===== config.mk =====
export PLATFORM = sky130hd
export DESIGN_NAME = banked_irq_ctrl
export DESIGN_NICKNAME = d
export VERILOG_FILES = /design/src/rtl/irq_bank_pkg.sv /design/src/rtl/irq_reg_ctrl.sv /design/src/rtl/irq_prio_enc.sv /design/src/rtl/irq_bank_datapath.sv /design/src/rtl/banked_irq_ctrl.sv
export SDC_FILE = /design/constraint.sdc
export NUM_CORES = 1
export LEC_CHECK = 0
export ABC_AREA = 1
export CORE_MARGIN = 5
export CORE_UTILIZATION = 55
export DETAILED_ROUTE_END_ITERATION = 7
export PLACE_DENSITY = 0.79
export SLEW_MARGIN = 20
export SYNTH_ARGS = -nofsm -noshare
export SYNTH_HDL_FRONTEND = slang
export SYNTH_SLANG_ARGS = --single-unit

===== constraint.sdc =====
create_clock -name clk -period 2.3 [get_ports clk]
set_input_delay 0.69 -clock clk [delete_from_list [all_inputs] [get_ports clk]]
set_output_delay 0.69 -clock clk [all_outputs]
set_load 0.05 [all_outputs]

===== src/rtl/irq_bank_pkg.sv =====
package irq_bank_pkg;
  localparam int IRQ_BANKS = 2;
  localparam int IRQ_WIDTH = 32;

  // word offset inside a bank group, decoded from address bits [3:2]
  typedef enum logic [1:0] {
    FLD_EVENT  = 2'd0,
    FLD_ENABLE = 2'd1,
    FLD_ACK    = 2'd2,
    FLD_LEVEL  = 2'd3
  } reg_field_e;

  typedef struct packed {
    logic [IRQ_BANKS-1:0] enableWr;
    logic [IRQ_BANKS-1:0] ackWr;
    logic [IRQ_BANKS-1:0] bankSel;
    reg_field_e           field;
  } ctrl_strobe_t;
endpackage


===== src/rtl/irq_reg_ctrl.sv =====
module irq_reg_ctrl
  import irq_bank_pkg::*;
#(
  parameter int NUM_BANKS = IRQ_BANKS,
  parameter int ADDR_W    = 6
) (
  input  logic              clk,
  input  logic              rst_n,
  input  logic [ADDR_W-1:0] regAddr,
  input  logic              regWrEn,
  output ctrl_strobe_t      strb
);
  localparam int GRP_W = ADDR_W - 4;

  logic [GRP_W-1:0] grpIdx;
  reg_field_e       fieldSel;

  assign grpIdx   = regAddr[ADDR_W-1:4];
  assign fieldSel = reg_field_e'(regAddr[3:2]);

  always_comb begin
    strb       = '0;
    strb.field = fieldSel;
    for (int b = 0; b < NUM_BANKS; b++) begin
      // bank b sits at group (NUM_BANKS - b)
      strb.bankSel[b]  = (grpIdx == GRP_W'(NUM_BANKS - b));
      strb.enableWr[b] = regWrEn && strb.bankSel[b] && (fieldSel == FLD_ENABLE);
      strb.ackWr[b]    = regWrEn && strb.bankSel[b] && (fieldSel == FLD_ACK);
    end
  end


  bank_decode_chk: assert property (@(posedge clk) disable iff (!rst_n)
    $onehot0(strb.bankSel));


  write_strobe_chk: assert property (@(posedge clk) disable iff (!rst_n)
    $onehot0({strb.enableWr, strb.ackWr}));
endmodule


===== src/rtl/irq_prio_enc.sv =====
module irq_prio_enc #(
  parameter int W     = 32,
  parameter int IDX_W = $clog2(W)
) (
  input  logic [W-1:0]     req,
  output logic             any,
  output logic [IDX_W-1:0] idx
);
  always_comb begin
    idx = '0;
    for (int i = 0; i < W; i++)
      if (req[i]) idx = IDX_W'(i);
  end
  assign any = |req;
endmodule


===== src/rtl/irq_bank_datapath.sv =====
module irq_bank_datapath
  import irq_bank_pkg::*;
#(
  parameter int NUM_BANKS   = IRQ_BANKS,
  parameter int BANK_W      = IRQ_WIDTH,
  parameter int SYNC_STAGES = 2,
  parameter logic [NUM_BANKS*BANK_W-1:0] LEVEL_MASK = 64'h0000_0000_1FF0_0000,
  localparam int SRC_N  = NUM_BANKS * BANK_W,
  localparam int BIT_W  = $clog2(BANK_W),
  localparam int BSEL_W = (NUM_BANKS > 1) ? $clog2(NUM_BANKS) : 1,
  localparam int ID_W   = BSEL_W + BIT_W
) (
  input  logic              clk,
  input  logic              rst_n,
  input  logic [SRC_N-1:0]  srcIn,
  input  logic [BANK_W-1:0] regWrData,
  input  ctrl_strobe_t      strb,
  output logic [BANK_W-1:0] regRdData,
  output logic              irqOut,
  output logic              vecValid,
  output logic [ID_W-1:0]   vecId
);
  // synchronizer chain
  logic [SRC_N-1:0] syncPipe [SYNC_STAGES];
  logic [SRC_N-1:0] liveLvl, prevLvl, riseVec;

  always_ff @(posedge clk or negedge rst_n) begin
    if (!rst_n) syncPipe[0] <= '0;
    else        syncPipe[0] <= srcIn;
  end

  for (genvar s = 1; s < SYNC_STAGES; s++) begin : g_sync
    always_ff @(posedge clk or negedge rst_n) begin
      if (!rst_n) syncPipe[s] <= '0;
      else        syncPipe[s] <= syncPipe[s-1];
    end
  end

  assign liveLvl = syncPipe[SYNC_STAGES-1];

  always_ff @(posedge clk or negedge rst_n) begin
    if (!rst_n) prevLvl <= '0;
    else        prevLvl <= liveLvl;
  end

  // only edge-type sources capture
  assign riseVec = liveLvl & ~prevLvl & ~LEVEL_MASK;

  logic [NUM_BANKS-1:0][BANK_W-1:0] eventQ, enableQ, pendW, ackMask;
  logic [NUM_BANKS-1:0]             bankAny;
  logic [NUM_BANKS-1:0][BIT_W-1:0]  bankIdx;
  logic [SRC_N-1:0]                 pendFlat;

  for (genvar b = 0; b < NUM_BANKS; b++) begin : g_bank
    logic [BANK_W-1:0] riseB, lvlB, maskB;
    assign riseB = riseVec[b*BANK_W +: BANK_W];
    assign lvlB  = liveLvl[b*BANK_W +: BANK_W];
    assign maskB = LEVEL_MASK[b*BANK_W +: BANK_W];
    assign ackMask[b] = strb.ackWr[b] ? regWrData : '0;

    always_ff @(posedge clk or negedge rst_n) begin
      if (!rst_n) begin
        eventQ[b]  <= '0;
        enableQ[b] <= '0;
      end else begin
        // a capture in the same cycle as its acknowledge survives
        eventQ[b] <= (eventQ[b] & ~ackMask[b]) | riseB;
        if (strb.enableWr[b]) enableQ[b] <= regWrData;
      end
    end

    assign pendW[b] = (eventQ[b] | (lvlB & maskB)) & enableQ[b];

    irq_prio_enc #(.W(BANK_W), .IDX_W(BIT_W)) u_enc (
      .req(pendW[b]),
      .any(bankAny[b]),
      .idx(bankIdx[b])
    );
  end

  assign pendFlat = pendW;

  // upper bank wins
  logic [BSEL_W-1:0] winBank;
  logic              winAny;
  always_comb begin
    winBank = '0;
    winAny  = 1'b0;
    for (int b = 0; b < NUM_BANKS; b++) begin
      if (bankAny[b]) begin
        winBank = BSEL_W'(b);
        winAny  = 1'b1;
      end
    end
  end

  always_ff @(posedge clk or negedge rst_n) begin
    if (!rst_n) begin
      irqOut   <= 1'b0;
      vecValid <= 1'b0;
      vecId    <= '0;
    end else begin
      irqOut   <= |pendFlat;
      vecValid <= winAny;
      vecId    <= {winBank, bankIdx[winBank]};
    end
  end

  // register read mux
  always_comb begin
    regRdData = '0;
    for (int b = 0; b < NUM_BANKS; b++) begin
      if (strb.bankSel[b]) begin
        case (strb.field)
          FLD_EVENT:  regRdData = eventQ[b];
          FLD_ENABLE: regRdData = enableQ[b];
          FLD_LEVEL:  regRdData = liveLvl[b*BANK_W +: BANK_W];
          default:    regRdData = '0;
        endcase
      end
    end
  end


  event_set_only_on_rise_chk: assert property (@(posedge clk) disable iff (!rst_n)
    1'b1 |=> ((eventQ & ~$past(eventQ) & ~$past(riseVec)) == '0));


  ack_clears_event_chk: assert property (@(posedge clk) disable iff (!rst_n)
    1'b1 |=> ((eventQ & $past(ackMask & ~riseVec)) == '0));


  irq_needs_enable_chk: assert property (@(posedge clk) disable iff (!rst_n)
    irqOut |-> $past(|enableQ));


  highest_source_chk: assert property (@(posedge clk) disable iff (!rst_n)
    vecValid |-> (($past(pendFlat) >> vecId) == SRC_N'(1)));


  valid_tracks_irq_chk: assert property (@(posedge clk) disable iff (!rst_n)
    vecValid == irqOut);
endmodule


===== src/rtl/banked_irq_ctrl.sv =====
module banked_irq_ctrl
  import irq_bank_pkg::*;
#(
  parameter int NUM_BANKS   = IRQ_BANKS,
  parameter int BANK_W      = IRQ_WIDTH,
  parameter int SYNC_STAGES = 2,
  parameter logic [NUM_BANKS*BANK_W-1:0] LEVEL_MASK = 64'h0000_0000_1FF0_0000,
  localparam int SRC_N  = NUM_BANKS * BANK_W,
  localparam int ADDR_W = $clog2((NUM_BANKS + 2) * 16),
  localparam int BSEL_W = (NUM_BANKS > 1) ? $clog2(NUM_BANKS) : 1,
  localparam int ID_W   = BSEL_W + $clog2(BANK_W)
) (
  input  logic              clk,
  input  logic              rst_n,
  input  logic [SRC_N-1:0]  srcIn,
  input  logic [ADDR_W-1:0] regAddr,
  input  logic              regWrEn,
  input  logic [BANK_W-1:0] regWrData,
  output logic [BANK_W-1:0] regRdData,
  output logic              irqOut,
  output logic              vecValid,
  output logic [ID_W-1:0]   vecId
);
  ctrl_strobe_t strb;

  irq_reg_ctrl #(.NUM_BANKS(NUM_BANKS), .ADDR_W(ADDR_W)) u_ctrl (
    .clk(clk),
    .rst_n(rst_n),
    .regAddr(regAddr),
    .regWrEn(regWrEn),
    .strb(strb)
  );

  irq_bank_datapath #(
    .NUM_BANKS(NUM_BANKS),
    .BANK_W(BANK_W),
    .SYNC_STAGES(SYNC_STAGES),
    .LEVEL_MASK(LEVEL_MASK)
  ) u_dp (
    .clk(clk),
    .rst_n(rst_n),
    .srcIn(srcIn),
    .regWrData(regWrData),
    .strb(strb),
    .regRdData(regRdData),
    .irqOut(irqOut),
    .vecValid(vecValid),
    .vecId(vecId)
  );
endmodule


==> reports/results.txt <==
drt drc = 0
Nets = 1,501
core box area = 21,200 sq um
Initial Util = 0.562
final setup fails = 33
VDD IR-drop max = 0.675 mV
slew margin rel. = 0.666
placed cell area = 14,600 sq um
cell repeated most along the worst path = buf_6
RePlAce Congestion = 0.829
GRT Overall Usage = 0.288
std cell rows = 53
clock-pin slew on the worst setup and hold paths = 0.06 ns
Post-synth EDFFs = 0
Final WS setup = -0.286 ns
critical path's largest stage delay = 0.18 ns
Syn Inst Count = 1,191
1st-iter DRT viols = 928
CP Data Arrival Time = 1.90 ns
Num CTS Buffers = 31
count leader, synth = dfrtp_1
total grt overflow = 0
Pre-antenna DRT Iters = 5
Die Height = 157 um
largest cells by area after synthesis = dfrtp_1 67%, o21ai_1 7.5%, nand2_1 6.7%
H-tree depth = 1
pre-CTS WS = -0.784 ns
Synth Register Bits = 318
top cells by count, synth = 318 x dfrtp_1, 213 x nand2_1, 178 x o21ai_1, 171 x inv_1, 95 x o22ai_1
CP Capture Type = primary output
final non-filler cell total = 1,691
CTS max path bufs = 3
Critical Path Fanout Max = 5
register area share after synthesis = 0.669
CTS Sinks = 318
Slowest cell on crit path = buf_6
Final Total Pwr = 14.6 mW
Design Area, Final = 16,900 sq um
IO buf count = 142
Avg Vias per Cell = 5.86
Leak = 7.48 nW
Filler cells = 1,193
FF-to-FF setup slack = -0.13 ns
post-synth top area share = 0.669
Critical Path RT = 1.61 ns
RSZ-0062 raised after global routing = true
Placed Cells incl. Taps = 1,613
Slew Limit Fails = 0
Synth area leader = dfrtp_1
Yosys Warn Count = 0
Seq. cell area = 7960 sq um
mapped cell area = 11,900 sq um
Setup CP Type = in -> out
Final ANT Viol Nets = 0
Vias = 9,905
layout cell share with drive strength beyond 1 = 0.228
clock root cell = clkbuf_16
startpoint types = input port
ys async rst share = 1.00
status = complete, but fails checks
total wire length = 37,100 um
Avg WL per Cell = 22.0 um
Min-Delay Path Class = in -> async
vias in the first global route = 10,200
smallest hold slack = 0.0359 ns
CTS tree = done
Max-cap violations = 0
Syn Area/Cell = 9.98 sq um
Die Area = 24,700 sq um
hpwl dp = 20,900 um
worst-path cell chain = buf_8 > buf_6 > nor2_4 > buf_6 > buf_12 > buf_16 > a21oi_2 > o22ai_4 > buf_6
Post-Syn Nets = 1,296
post-layout util = 0.799
first-pass GRT wire length = 55,200 um
Layout area overhead = 42.2%
Boundary Pins = 145
largest net degree at the start of global routing = 64
Clock Latency Late Sink = 0.56 ns
setup TNS = -7.73 ns
Fin. Hold Viols = 0
failing checks = negative setup slack
Clock Skews = 0.0122 ns
Tmin final = 2.59 ns
Worst Tran Pin Value = 0.503 ns
dominant synthesized flop cell = dfrtp_1
period utilisation layout = 1.12
area occupied by multi-input gates = 4180 sq um
PwrDens = 867 nW/um^2
Max Fclk = 387 MHz
initial antenna violation count = 1
Synth cell types = 24
Die X = 157 um
-- placed cells by master, fill, tap and decap left out, types with 3 or more instances in the layout --
master / netlist / layout
clkbuf_16: 0 / 36
inv_1: 171 / 168
nand2_4: 2 / 4
dlygate4sd2_1: 0 / 7
buf_8: 0 / 7
o22ai_2: 0 / 29
dfrtp_1: 318 / 318
a21oi_1: 87 / 29
inv_2: 14 / 14
o21ai_1: 178 / 178
nor2_1: 39 / 35
clkdlybuf4s50_1: 0 / 97
a21oi_2: 0 / 39
clkbuf_8: 0 / 6
buf_4: 1 / 23
nand2_2: 8 / 12
nand2_1: 213 / 207
a21oi_4: 0 / 19
clkinv_1: 7 / 7
o22ai_4: 0 / 36
buf_6: 0 / 37
buf_16: 0 / 8
bufinv_16: 0 / 4
nand3_1: 7 / 6
buf_12: 0 / 28
clkbuf_1: 39 / 3
clkinv_2: 0 / 6
nor2_4: 0 / 4
o22ai_1: 95 / 30
-- sequential cells by signal, summed over array words and instances (netlist names) --
name,flops
u_dp.prevLvl,55
u_dp.vecId,6
u_dp.enableQ,64
u_dp.liveLvl,64
u_dp.irqOut,1
u_dp.eventQ,64
u_dp.syncPipe,64
-- final cells by class --
cell class | count | share of cell area
flip-flops and latches | 318 | 0.471
multi-input cells | 639 | 0.247
repair buffers | 214 | 0.156
clock buffers | 40 | 0.0514
inverters | 192 | 0.0440
well taps | 275 | 0.0204
clock inverters | 12 | 0.00985
diodes | 1 | 0.000148
-- what timing repair did --
action / CTS / global route
cloned: 8 / 6
buffers inserted: 8 / 4
pin swaps: 15 / 26
hold buffers: 0 / 0
resized for setup: 173 / 49
setup endpoints to repair: 40 / 34
-- path summary, 6_finish.rpt --
kind | end | from | cells past startpoint
max | regRdData[27] | regAddr[2] | 9
min | u_dp.liveLvl[31] | rst_n | 1
max in group asynchronous | u_dp.liveLvl[23] | rst_n | 2
min in group clk | u_dp.liveLvl[26] | u_dp.syncPipe[90] | 0
min reg2reg | u_dp.liveLvl[26] | u_dp.syncPipe[90] | 0
max reg2reg | u_dp.vecId[0] | u_dp.eventQ[35] | 32
-- kinds of logic (layout without fill, tap and decap cells) --
| group | Yosys count | in the layout | synth area share |
|---|---|---|---|
| compound gates | 367 | 367 | 0.166 |
| flops | 318 | 318 | 0.669 |
| simple gates | 272 | 272 | 0.0901 |
| buf+inv | 234 | 458 | 0.0742 |
| other cells | 0 | 1 | 0 |
-- report_power, final --
| group | internal, mW | leakage [nW] | switching [mW] |
|---|---|---|---|
| Sequential | 6.11 | 3.56 | 0.314 |
| Clock | 3.09 | 0.513 | 2.11 |
| Combinational | 1.17 | 3.40 | 1.86 |
| Total | 10.4 | 7.48 | 4.28 |
-- layer usage --
layer / track usage / part of all wire
met1: 0.383 / 0.37
met4: 0.112 / 0.046
met5: 0 / 0
met2: 0.476 / 0.49
met3: 0.0536 / 0.090
-- worst max-delay path, delay by kind of cell --
kind                   cells  cell delay, ns
AO/OA/AOI/OAI              2            0.20
buffers and inverters      6            0.83
AND/OR/NAND/NOR            1            0.16
Power figures use the tool's default switching activity.
